File: config.mk
export PLATFORM = sky130hd
export DESIGN_NAME = mdio_scan_master
export DESIGN_NICKNAME = d
export VERILOG_FILES = /design/src/rtl/mdio_mgmt_pkg.sv /design/src/rtl/mdc_gen.sv /design/src/rtl/mdio_shifter.sv /design/src/rtl/mdio_scan_master.sv
export SDC_FILE = /design/constraint.sdc
export NUM_CORES = 1
export LEC_CHECK = 0
export BUFFER_PORTS_ARGS = -buffer_cell sky130_fd_sc_hd__buf_2
export CORE_MARGIN = 2
export CORE_UTILIZATION = 30
export DETAILED_ROUTE_END_ITERATION = 7
export PLACE_DENSITY = 0.52
export SLEW_MARGIN = 20
export SYNTH_ARGS = -nofsm -noshare
export SYNTH_HDL_FRONTEND = slang
export SYNTH_SLANG_ARGS = --single-unit
File: constraint.sdc
create_clock -name clk -period 8.85 [get_ports clk]
set_clock_uncertainty 0.05 [all_clocks]
set_input_delay 1.3275 -clock clk [delete_from_list [all_inputs] [get_ports clk]]
set_output_delay 1.3275 -clock clk [all_outputs]
set_load 0.01 [all_outputs]
File: src/rtl/mdio_mgmt_pkg.sv
package mdio_mgmt_pkg;

    localparam int FRAME_BITS = 64;
    localparam int IDX_W      = $clog2(FRAME_BITS);
    localparam int PRE_BITS   = 32;
    localparam int DATA_W     = 16;
    localparam int ADDR_W     = 5;

    localparam logic [IDX_W-1:0] TA_POS   = IDX_W'(46);
    localparam logic [IDX_W-1:0] DATA_POS = IDX_W'(48);
    localparam logic [IDX_W-1:0] LAST_POS = IDX_W'(FRAME_BITS - 1);

    localparam logic [ADDR_W-1:0] STAT_REG = ADDR_W'(1);
    localparam int LINK_BIT = 2;

    localparam logic [1:0] SEL_DIV  = 2'd0;
    localparam logic [1:0] SEL_CMD  = 2'd1;
    localparam logic [1:0] SEL_ADDR = 2'd2;
    localparam logic [1:0] SEL_TXD  = 2'd3;

    localparam int CMD_WR   = 0;
    localparam int CMD_RD   = 1;
    localparam int CMD_SCAN = 2;

    typedef enum logic [1:0] {
        OP_WRITE = 2'b01,
        OP_READ  = 2'b10
    } op_e;

    typedef enum logic [1:0] {
        K_WRITE,
        K_READ,
        K_SCAN
    } kind_e;

    typedef struct packed {
        op_e                op;
        logic [ADDR_W-1:0]  phy;
        logic [ADDR_W-1:0]  regad;
        logic [DATA_W-1:0]  data;
    } frame_req_t;

    function automatic logic [FRAME_BITS-1:0] build_frame(input frame_req_t r);
        logic [1:0] ta;
        ta = (r.op == OP_WRITE) ? 2'b10 : 2'b11;
        return {{PRE_BITS{1'b1}}, 2'b01, r.op, r.phy, r.regad, ta, r.data};
    endfunction

endpackage

File: src/rtl/mdc_gen.sv
module mdc_gen #(
    parameter int DIV_W = 8
) (
    input  logic             clk,
    input  logic             rst,
    input  logic             run,
    input  logic [DIV_W-1:0] div,
    output logic             mdc,
    output logic             rise_tick,
    output logic             fall_tick
);
    logic [DIV_W-1:0] even_div;
    logic [DIV_W-1:0] half;
    logic [DIV_W-1:0] cnt;
    logic             tick;

    always_comb begin
        even_div = {div[DIV_W-1:1], 1'b0};
        if (even_div < DIV_W'(2))
            half = DIV_W'(1);
        else
            half = {1'b0, even_div[DIV_W-1:1]};
    end

    assign tick      = run && (cnt >= half - DIV_W'(1));
    assign rise_tick = tick && !mdc;
    assign fall_tick = tick && mdc;

    always_ff @(posedge clk) begin
        if (rst || !run) begin
            cnt <= '0;
            mdc <= 1'b0;
        end else if (tick) begin
            cnt <= '0;
            mdc <= ~mdc;
        end else begin
            cnt <= cnt + DIV_W'(1);
        end
    end
endmodule

File: src/rtl/mdio_shifter.sv
module mdio_shifter
    import mdio_mgmt_pkg::*;
(
    input  logic              clk,
    input  logic              rst,
    input  logic              start,
    input  frame_req_t        req,
    input  logic              rise_tick,
    input  logic              fall_tick,
    input  logic              mdio_in,
    output logic              active,
    output logic              done,
    output logic              mdio_out,
    output logic              mdio_oe,
    output logic [DATA_W-1:0] rx_data
);
    logic [FRAME_BITS-1:0] shreg;
    logic [IDX_W-1:0]      bitidx;
    logic                  is_read;

    assign done     = active && fall_tick && (bitidx == LAST_POS);
    assign mdio_out = shreg[FRAME_BITS-1];
    assign mdio_oe  = active && !(is_read && (bitidx >= TA_POS));

    always_ff @(posedge clk) begin
        if (rst) begin
            shreg   <= '1;
            bitidx  <= '0;
            is_read <= 1'b0;
            active  <= 1'b0;
            rx_data <= '0;
        end else begin
            if (start && !active) begin
                shreg   <= build_frame(req);
                bitidx  <= '0;
                is_read <= (req.op == OP_READ);
                active  <= 1'b1;
            end
            if (active && rise_tick && is_read && (bitidx >= DATA_POS))
                rx_data <= {rx_data[DATA_W-2:0], mdio_in};
            if (active && fall_tick) begin
                if (bitidx == LAST_POS) begin
                    active <= 1'b0;
                    shreg  <= '1;
                end else begin
                    bitidx <= bitidx + IDX_W'(1);
                    shreg  <= {shreg[FRAME_BITS-2:0], 1'b1};
                end
            end
        end
    end
endmodule

File: src/rtl/mdio_scan_master.sv
module mdio_scan_master
    import mdio_mgmt_pkg::*;
#(
    parameter int               DIV_W   = 8,
    parameter logic [DIV_W-1:0] DIV_RST = DIV_W'(4)
) (
    input  logic              clk,
    input  logic              rst,
    input  logic              cfg_wr,
    input  logic [1:0]        cfg_sel,
    input  logic [15:0]       cfg_wdata,
    input  logic              mdio_in,
    output logic              mdc,
    output logic              mdio_out,
    output logic              mdio_oe,
    output logic [15:0]       rd_data,
    output logic              busy,
    output logic              scan_invalid,
    output logic              link_fail
);
    logic [DIV_W-1:0]  div_q;
    logic [ADDR_W-1:0] phy_q;
    logic [ADDR_W-1:0] reg_q;
    logic [DATA_W-1:0] txd_q;
    logic              scan_en;
    logic              pend_wr;
    logic              pend_rd;
    kind_e             kind_q;
    kind_e             next_kind;
    frame_req_t        req;
    logic              start;
    logic              eng_active;
    logic              eng_done;
    logic              rise_t;
    logic              fall_t;
    logic [DATA_W-1:0] eng_rx;

    assign busy = eng_active | pend_wr | pend_rd | scan_en;

    always_comb begin
        start     = 1'b0;
        next_kind = K_READ;
        req       = '{op: OP_READ, phy: phy_q, regad: reg_q, data: txd_q};
        if (!eng_active) begin
            if (pend_wr) begin
                start     = 1'b1;
                next_kind = K_WRITE;
                req.op    = OP_WRITE;
            end else if (pend_rd) begin
                start     = 1'b1;
                next_kind = K_READ;
            end else if (scan_en) begin
                start     = 1'b1;
                next_kind = K_SCAN;
                req.regad = STAT_REG;
            end
        end
    end

    always_ff @(posedge clk) begin
        if (rst) begin
            div_q        <= DIV_RST;
            phy_q        <= '0;
            reg_q        <= '0;
            txd_q        <= '0;
            scan_en      <= 1'b0;
            pend_wr      <= 1'b0;
            pend_rd      <= 1'b0;
            kind_q       <= K_READ;
            rd_data      <= '0;
            scan_invalid <= 1'b0;
            link_fail    <= 1'b0;
        end else begin
            if (start) begin
                pend_wr <= 1'b0;
                pend_rd <= 1'b0;
                kind_q  <= next_kind;
            end
            if (eng_done) begin
                if (kind_q != K_WRITE)
                    rd_data <= eng_rx;
                if (kind_q == K_SCAN) begin
                    link_fail    <= ~eng_rx[LINK_BIT];
                    scan_invalid <= 1'b0;
                end
            end
            if (cfg_wr) begin
                case (cfg_sel)
                    SEL_DIV:  div_q <= cfg_wdata[DIV_W-1:0];
                    SEL_CMD: begin
                        scan_en <= cfg_wdata[CMD_SCAN];
                        if (cfg_wdata[CMD_SCAN] && !scan_en)
                            scan_invalid <= 1'b1;
                        if (!busy) begin
                            pend_wr <= cfg_wdata[CMD_WR];
                            pend_rd <= cfg_wdata[CMD_RD] && !cfg_wdata[CMD_WR];
                        end
                    end
                    SEL_ADDR: begin
                        phy_q <= cfg_wdata[ADDR_W-1:0];
                        reg_q <= cfg_wdata[8 +: ADDR_W];
                    end
                    default:  txd_q <= cfg_wdata;
                endcase
            end
        end
    end

    mdc_gen #(.DIV_W(DIV_W)) u_mdc (
        .clk       (clk),
        .rst       (rst),
        .run       (eng_active),
        .div       (div_q),
        .mdc       (mdc),
        .rise_tick (rise_t),
        .fall_tick (fall_t)
    );

    mdio_shifter u_shift (
        .clk       (clk),
        .rst       (rst),
        .start     (start),
        .req       (req),
        .rise_tick (rise_t),
        .fall_tick (fall_t),
        .mdio_in   (mdio_in),
        .active    (eng_active),
        .done      (eng_done),
        .mdio_out  (mdio_out),
        .mdio_oe   (mdio_oe),
        .rx_data   (eng_rx)
    );
endmodule

==> reports/qor.txt, run 1 <==
1st-iter DRT viols: 357
Place WS: 5190 ps
Post-synth EDFFs: 0
Max Fclk: 295 MHz
slew margin rel.: 48.2%
CP Cell Sequence: nor4_1, a21oi_1, ha_1, ha_1, clkinv_1, o21a_1, o31a_2, buf_4, or4_1, a211oi_1
Routed WL per cell: 13.9 um
Tightest Hold Check Type: flop to flop
clk slew on worst S/H paths: 60 ps
row count: 53
Mapped Cells: 783
ys async rst share: 0%
power per cell area: 208 nW/um^2
total area of sequential cells: 3060 sq um
Synth Area in Adders: 2.34%
DR vias: 5363
most used cell, CP: ha_1
DRC: 0
internal power: 1.20 mW
share of layout cells above drive strength 1: 11.5%
CP delay by family, top: compound AO/OA/AOI/OAI gates
Detailed Place HPWL: 8950 um
CTS resizes: 0
Final setup viols: 0
Worst VDD drop: 137 uV
worst r2r src: div_q[3]
Post-Syn Nets: 817
Port Buffers: 43
Non-Filler Instances: 1081
post-synthesis mux area share: 4.99%
Total Nets Final: 828
Placed Cells: 1050
area of the multi-input gates: 3100 sq um
P_sw: 0.350 mW
power consumption: 1.55 mW
final worst-path cycle share: 38.3%
critical path data required time: 9140 ps
Clk Latency, worst-skew pair: 430 ps
post-route cell area: 7450 sq um
sequential fraction of the synthesis area: 47.7%
initial antenna violation count: 0
H-tree depth: 4
Routed Antenna Nets: 0
Num CTS Buffers: 17
DR vias/cell: 4.96
Post-DP Area: 6840 sq um
die area: 22600 sq um
die height: 150 um
synth-to-layout area growth: 16.0%
placer congestion estimate: 0.723
mapped cell area: 6420 sq um
ant diodes: 0
WP buf/inv: 2
# hold bufs at CTS: 0
number of global-route vias before repair: 4967
WP data arrival: 3680 ps
main combinational cell family by area after synthesis: simple AND/OR/NAND/NOR gates
Sink Count: 153
max-cap violations: 0
final worst setup slack: 5460 ps
total track usage: 14.0%
CTS tree: built
most common cell after layout, fill and taps aside: dfxtp_1
IO Pins: 44
Setup Fix Bufs, Post-CTS: 0
core area: 21000 sq um
CP Depth: 10
CTS Root Cell: clkbuf_16
RSZ-0062 raised after global routing: false
post-layout util: 35.5%
fraction of the mapped netlist area in simple logic gates: 24.9%
most frequent cells in the layout: dfxtp_1, nand2_1, nor3_1
Worst setup EP type: flop
switching share of power: 22.5%
R2R Setup Slk: 5460 ps
Die W: 150 um
Leak: 2.80 nW
status: complete, no violations
FF-to-FF End: u_shift.bitidx[5]
Register-to-Register Path Depth: 10
crit path launch: div_q[3]
Yosys reg bits: 153
Synth cell types: 48
Comb power frac: 5.9%
largest net degree at the start of global routing: 67
worst setup path end: u_shift.bitidx[5]
power share of the clock group: 48.0%
crit-path max cell delay: 530 ps
Syn Area/Cell: 8.20 sq um
final wirelength: 15000 um
Initial Util: 30.6%
Min Clock Period, post-route: 3390 ps
worst slew pin tran: 775 ps
Max Buffers Root-to-Sink: 2
Final Hold Slack: 403 ps
sequential share of power: 46.1%
slowest CP cell: or4_1
Synth Area in Compound Gates: 13.8%
Max Slew Vio Count: 0
xor/xnor share of the synthesized area: 1.64%
drt first pass iters: 4
Fin Setup TNS: 0 ps
Setup CP Type: flop to flop
FILL cells: 2216
crit start category: flop
Synth Flop Type: dfxtp_1
Synthesis Warnings: 0
total gr overflow: 0
final hold violations: 0
global-route wire length before repair: 25300 um
CP Max Fanout: 60
-- metal layers --
metal,share of wire [%],global-route usage [%]
met1,51,19.6
met2,44,20.8
met3,4.0,3.39
met4,1.5,5.38
met5,0,0
-- power by group through the flow --
stage | Clock [mW] | Combinational, mW | Sequential, mW
global placement | 0 | 0.0923 | 0.731
floorplan | 0 | 0.0671 | 0.727
detailed placement | 0 | 0.0927 | 0.730
global route | 0.794 | 0.104 | 0.717
finish | 0.746 | 0.0913 | 0.716
CTS | 0.764 | 0.0930 | 0.715
-- cells by family (layout without fill, tap and decap cells) --
logic type / Yosys count / in the layout
adder cells (fa/ha/maj): 12 / 12
other: 1 / 1
multiplexers: 32 / 32
XOR/XNOR: 12 / 12
buffers and inverters: 73 / 96
AND/OR/NAND/NOR: 341 / 341
flip-flops: 153 / 153
AO/OA/AOI/OAI: 159 / 159
-- worst min-delay path by stage --
stage                         from     endpoint  slack (ps)  depth (start not counted)
3_5_place_dp            rd_data[8]   rd_data[8]         400                          2
2_1_floorplan  u_shift.rx_data[15]  rd_data[15]         380                          2
5_1_grt                rd_data[11]  rd_data[11]         420                          2
6_report                rd_data[8]   rd_data[8]         400                          2
4_1_cts                   txd_q[4]     txd_q[4]         410                          2
3_3_place_gp            rd_data[8]   rd_data[8]         390                          2
-- sequential cells by signal (all words and copies together) (netlist names) --
register,flops
pend_wr,1
kind_q,2
reg_q,5
u_shift.shreg,64
txd_q,16
u_shift.rx_data,16
u_shift.active,1
scan_invalid,1
link_fail,1
phy_q,5
u_mdc.mdc,1
pend_rd,1
u_shift.is_read,1
scan_en,1
u_mdc.cnt,8
u_shift.bitidx,6
div_q,7
rd_data,16
-- cell usage after synthesis (all sizes together) (3+ instances only) --
cell,instances,share of area [%]
dfxtp,153,48
nand2,115,6.7
nor3,99,7.8
o21ai,87,6.8
a21oi,45,3.5
clkbuf,44,2.6
nor2,42,2.6
nand3,35,2.7
mux2i,32,5.0
and3,24,2.3
buf,18,1.4
ha,12,2.3
inv,9,0.53
xor2,8,1.1
nand3b,7,0.82
o211ai,6,0.70
a221oi,4,0.55
nand2b,4,0.39
or3,4,0.39
xnor2,4,0.55
nand4,3,0.29
o21a,3,0.35
-- final cells by class --
cell class | count | share of cell area (%)
repair buffers | 54 | 4.00
clock buffers | 25 | 7.05
inverters | 11 | 0.554
well taps | 275 | 4.62
flip-flops and latches | 153 | 41.1
clock inverters | 6 | 1.12
multi-input cells | 557 | 41.6
-- worst reg2reg max path, stage by stage, from the launching register on --
cell,delay (ps)
dfxtp_1,360
nor4_1,390
a21oi_1,210
ha_1,320
ha_1,280
clkinv_1,70
o21a_1,210
o31a_2,340
buf_4,300
or4_1,540
a211oi_1,220
Power figures use the tool's default switching activity.
==> inputs of run 2 (changes only) <==
Settings changed: PLACE_DENSITY 0.52 to 0.54.
Clock period 8.85 ns to 3.1 ns, I/O delays scaled along.
==> reports/qor.txt, run 2 (synthesized netlist as in run 1, its figures left out) <==
Register-to-Register Path Depth: 10 (unchanged)
most common cell after layout, fill and taps aside: dfxtp_1
clk slew on worst S/H paths: 60 ps (about the same)
final wirelength: 14900 um (-0.88%)
global-route wire length before repair: 25100 um (-0.71%)
die height: 150 um (unchanged)
R2R Setup Slk: 210 ps (-5250 ps)
Total Nets Final: 839 (+1.3%)
Tightest Hold Check Type: primary input to flop
ant diodes: 0 (unchanged)
Routed Antenna Nets: 0 (unchanged)
switching share of power: 23.8% (+1.3 points)
Comb power frac: 6.4% (+0.5 points)
Worst setup EP type: flop
status: complete, no violations
Clk Latency, worst-skew pair: 420 ps (about the same)
row count: 53 (unchanged)
power consumption: 4.30 mW (+180%)
P_sw: 1.03 mW (+190%)
slew margin rel.: 46.6% (-1.6 points)
H-tree depth: 4 (unchanged)
post-route cell area: 7560 sq um (+1.4%)
IO Pins: 44 (unchanged)
Max Buffers Root-to-Sink: 2 (unchanged)
DR vias: 5366 (+0.056%)
crit start category: flop
CP Max Fanout: 57 (-5.0%)
max reg flops: 64 (unchanged)
register bank with the most flops: u_shift.shreg
initial antenna violation count: 0 (unchanged)
drt first pass iters: 4 (unchanged)
worst r2r src: div_q[3]
largest net degree at the start of global routing: 66 (-1.5%)
Post-DP Area: 6960 sq um (+1.7%)
synth-to-layout area growth: 17.7%
share of layout cells above drive strength 1: 13.0% (+1.4 points)
wl on met1: 7670 um (+0.35%)
DR vias/cell: 4.91 (-0.95%)
Leak: 2.84 nW (+1.4%)
most frequent cells in the layout: dfxtp_1, nand2_1, nor3_1
CTS Root Cell: clkbuf_16
Port Buffers: 43 (unchanged)
Placed Cells: 1059 (+0.86%)
Max Slew Vio Count: 0 (unchanged)
Min Clock Period, post-route: 2890 ps (-495 ps)
Detailed Place HPWL: 9240 um (+3.2%)
Max Fclk: 346 MHz (+17%)
total track usage: 13.9% (-0.16 points)
DR WL met3: 495 um (-18%)
Initial Util: 30.6% (unchanged)
Final setup viols: 0 (unchanged)
DR WL met2: 6600 um (+0.76%)
CTS tree: built
sequential share of power: 47.5% (+1.4 points)
Routed WL per cell: 13.6 um (-1.9%)
worst setup path end: u_shift.bitidx[1]
Setup CP Type: flop to flop
FF-to-FF End: u_shift.bitidx[1]
placer congestion estimate: 0.750 (+3.6%)
WP data arrival: 3190 ps (-490 ps)
final worst-path cycle share: 93.3% (+55 points)
Final Hold Slack: 227 ps (-176 ps)
total gr overflow: 0 (unchanged)
Sink Count: 153 (unchanged)
# hold bufs at CTS: 0 (unchanged)
worst slew pin tran: 799 ps (+23.9 ps)
max-cap violations: 0 (unchanged)
Non-Filler Instances: 1092 (+1.0%)
final hold violations: 0 (unchanged)
1st-iter DRT viols: 285 (-20%)
power per cell area: 569 nW/um^2 (+170%)
Die W: 150 um (unchanged)
Top Layer Used: met4
critical path data required time: 3400 ps (-5740 ps)
core area: 21000 sq um (unchanged)
DRC: 0 (unchanged)
power share of the clock group: 46.2% (-1.8 points)
crit path launch: div_q[3]
Num CTS Buffers: 17 (unchanged)
internal power: 3.28 mW (+170%)
number of global-route vias before repair: 5090 (+2.5%)
Worst VDD drop: 395 uV (+190%)
die area: 22600 sq um (unchanged)
[run 2: cell count changes in the layout (fill, tap and decap cells not counted), sizes merged]
cell and change:
buf +11, bufinv -1, clkbuf -4, clkinvlp +5
[run 2: routing by layer]
metal / GRT usage, % / vias up
met5: 0 / -
met4: 3.82 / 0
met3: 4.24 / 10
met2: 21.6 / 87
met1: 18.6 / 2483
li1: - / 2786
[run 2: how the worst min path moves through the flow]
stage / from / endpoint / slack (ps) / cells past startpoint
2_1_floorplan: u_shift.rx_data[15] / rd_data[15] / 380 / 2
3_3_place_gp: rd_data[11] / rd_data[11] / 390 / 2
3_5_place_dp: rd_data[6] / rd_data[6] / 390 / 2
4_1_cts: cfg_wdata[13] / txd_q[13] / 210 / 3
5_1_grt: cfg_wdata[8] / txd_q[8] / 220 / 3
6_report: cfg_wdata[13] / txd_q[13] / 230 / 3
[run 2: power groups by stage]
stage | Clock, mW | Combinational, mW | Sequential, mW
2_1_floorplan | 0 | 0.192 | 2.07
3_3_place_gp | 0 | 0.272 | 2.08
5_1_grt | 2.12 | 0.310 | 2.05
3_5_place_dp | 0 | 0.275 | 2.08
4_1_cts | 2.04 | 0.276 | 2.04
6_report | 1.99 | 0.274 | 2.04
[run 2: area by class of cell]
class	count	area (sq um)
fillers	2186	13500
multi-input cells	557	3120
flip-flops and latches	153	3060
clock buffers	21	470
repair buffers	65	430
well taps	275	344
clock inverters	10	95.1
inverters	11	41.3
[run 2: critical path, cell delays in order, from the launching register on]
cell and delay (ps):
dfxtp_1 330, nor4_4 320, a21oi_2 120, ha_1 300
ha_1 290, clkinv_1 70, o21a_1 220, o31a_2 400
buf_12 210, or3_1 370, a21oi_1 130
[run 2: metrics by stage]
step / setup TNS [ps] / setup slack (ps) / util [%]
5_1_grt: -73.5 / -16.8 / 36.0
4_1_cts: 0 / 40.5 / 35.8
3_3_place_gp: 0 / 153 / 33.1
3_5_place_dp: 0 / 44.4 / 33.1
2_1_floorplan: 0 / 256 / -
6_report: 0 / 207 / 36.0
[run 2: repair_timing]
item                                    in CTS  in global routing
gates resized for setup                      0                  3
buffers inserted                             0                  2
endpoints found under the setup margin       0                103
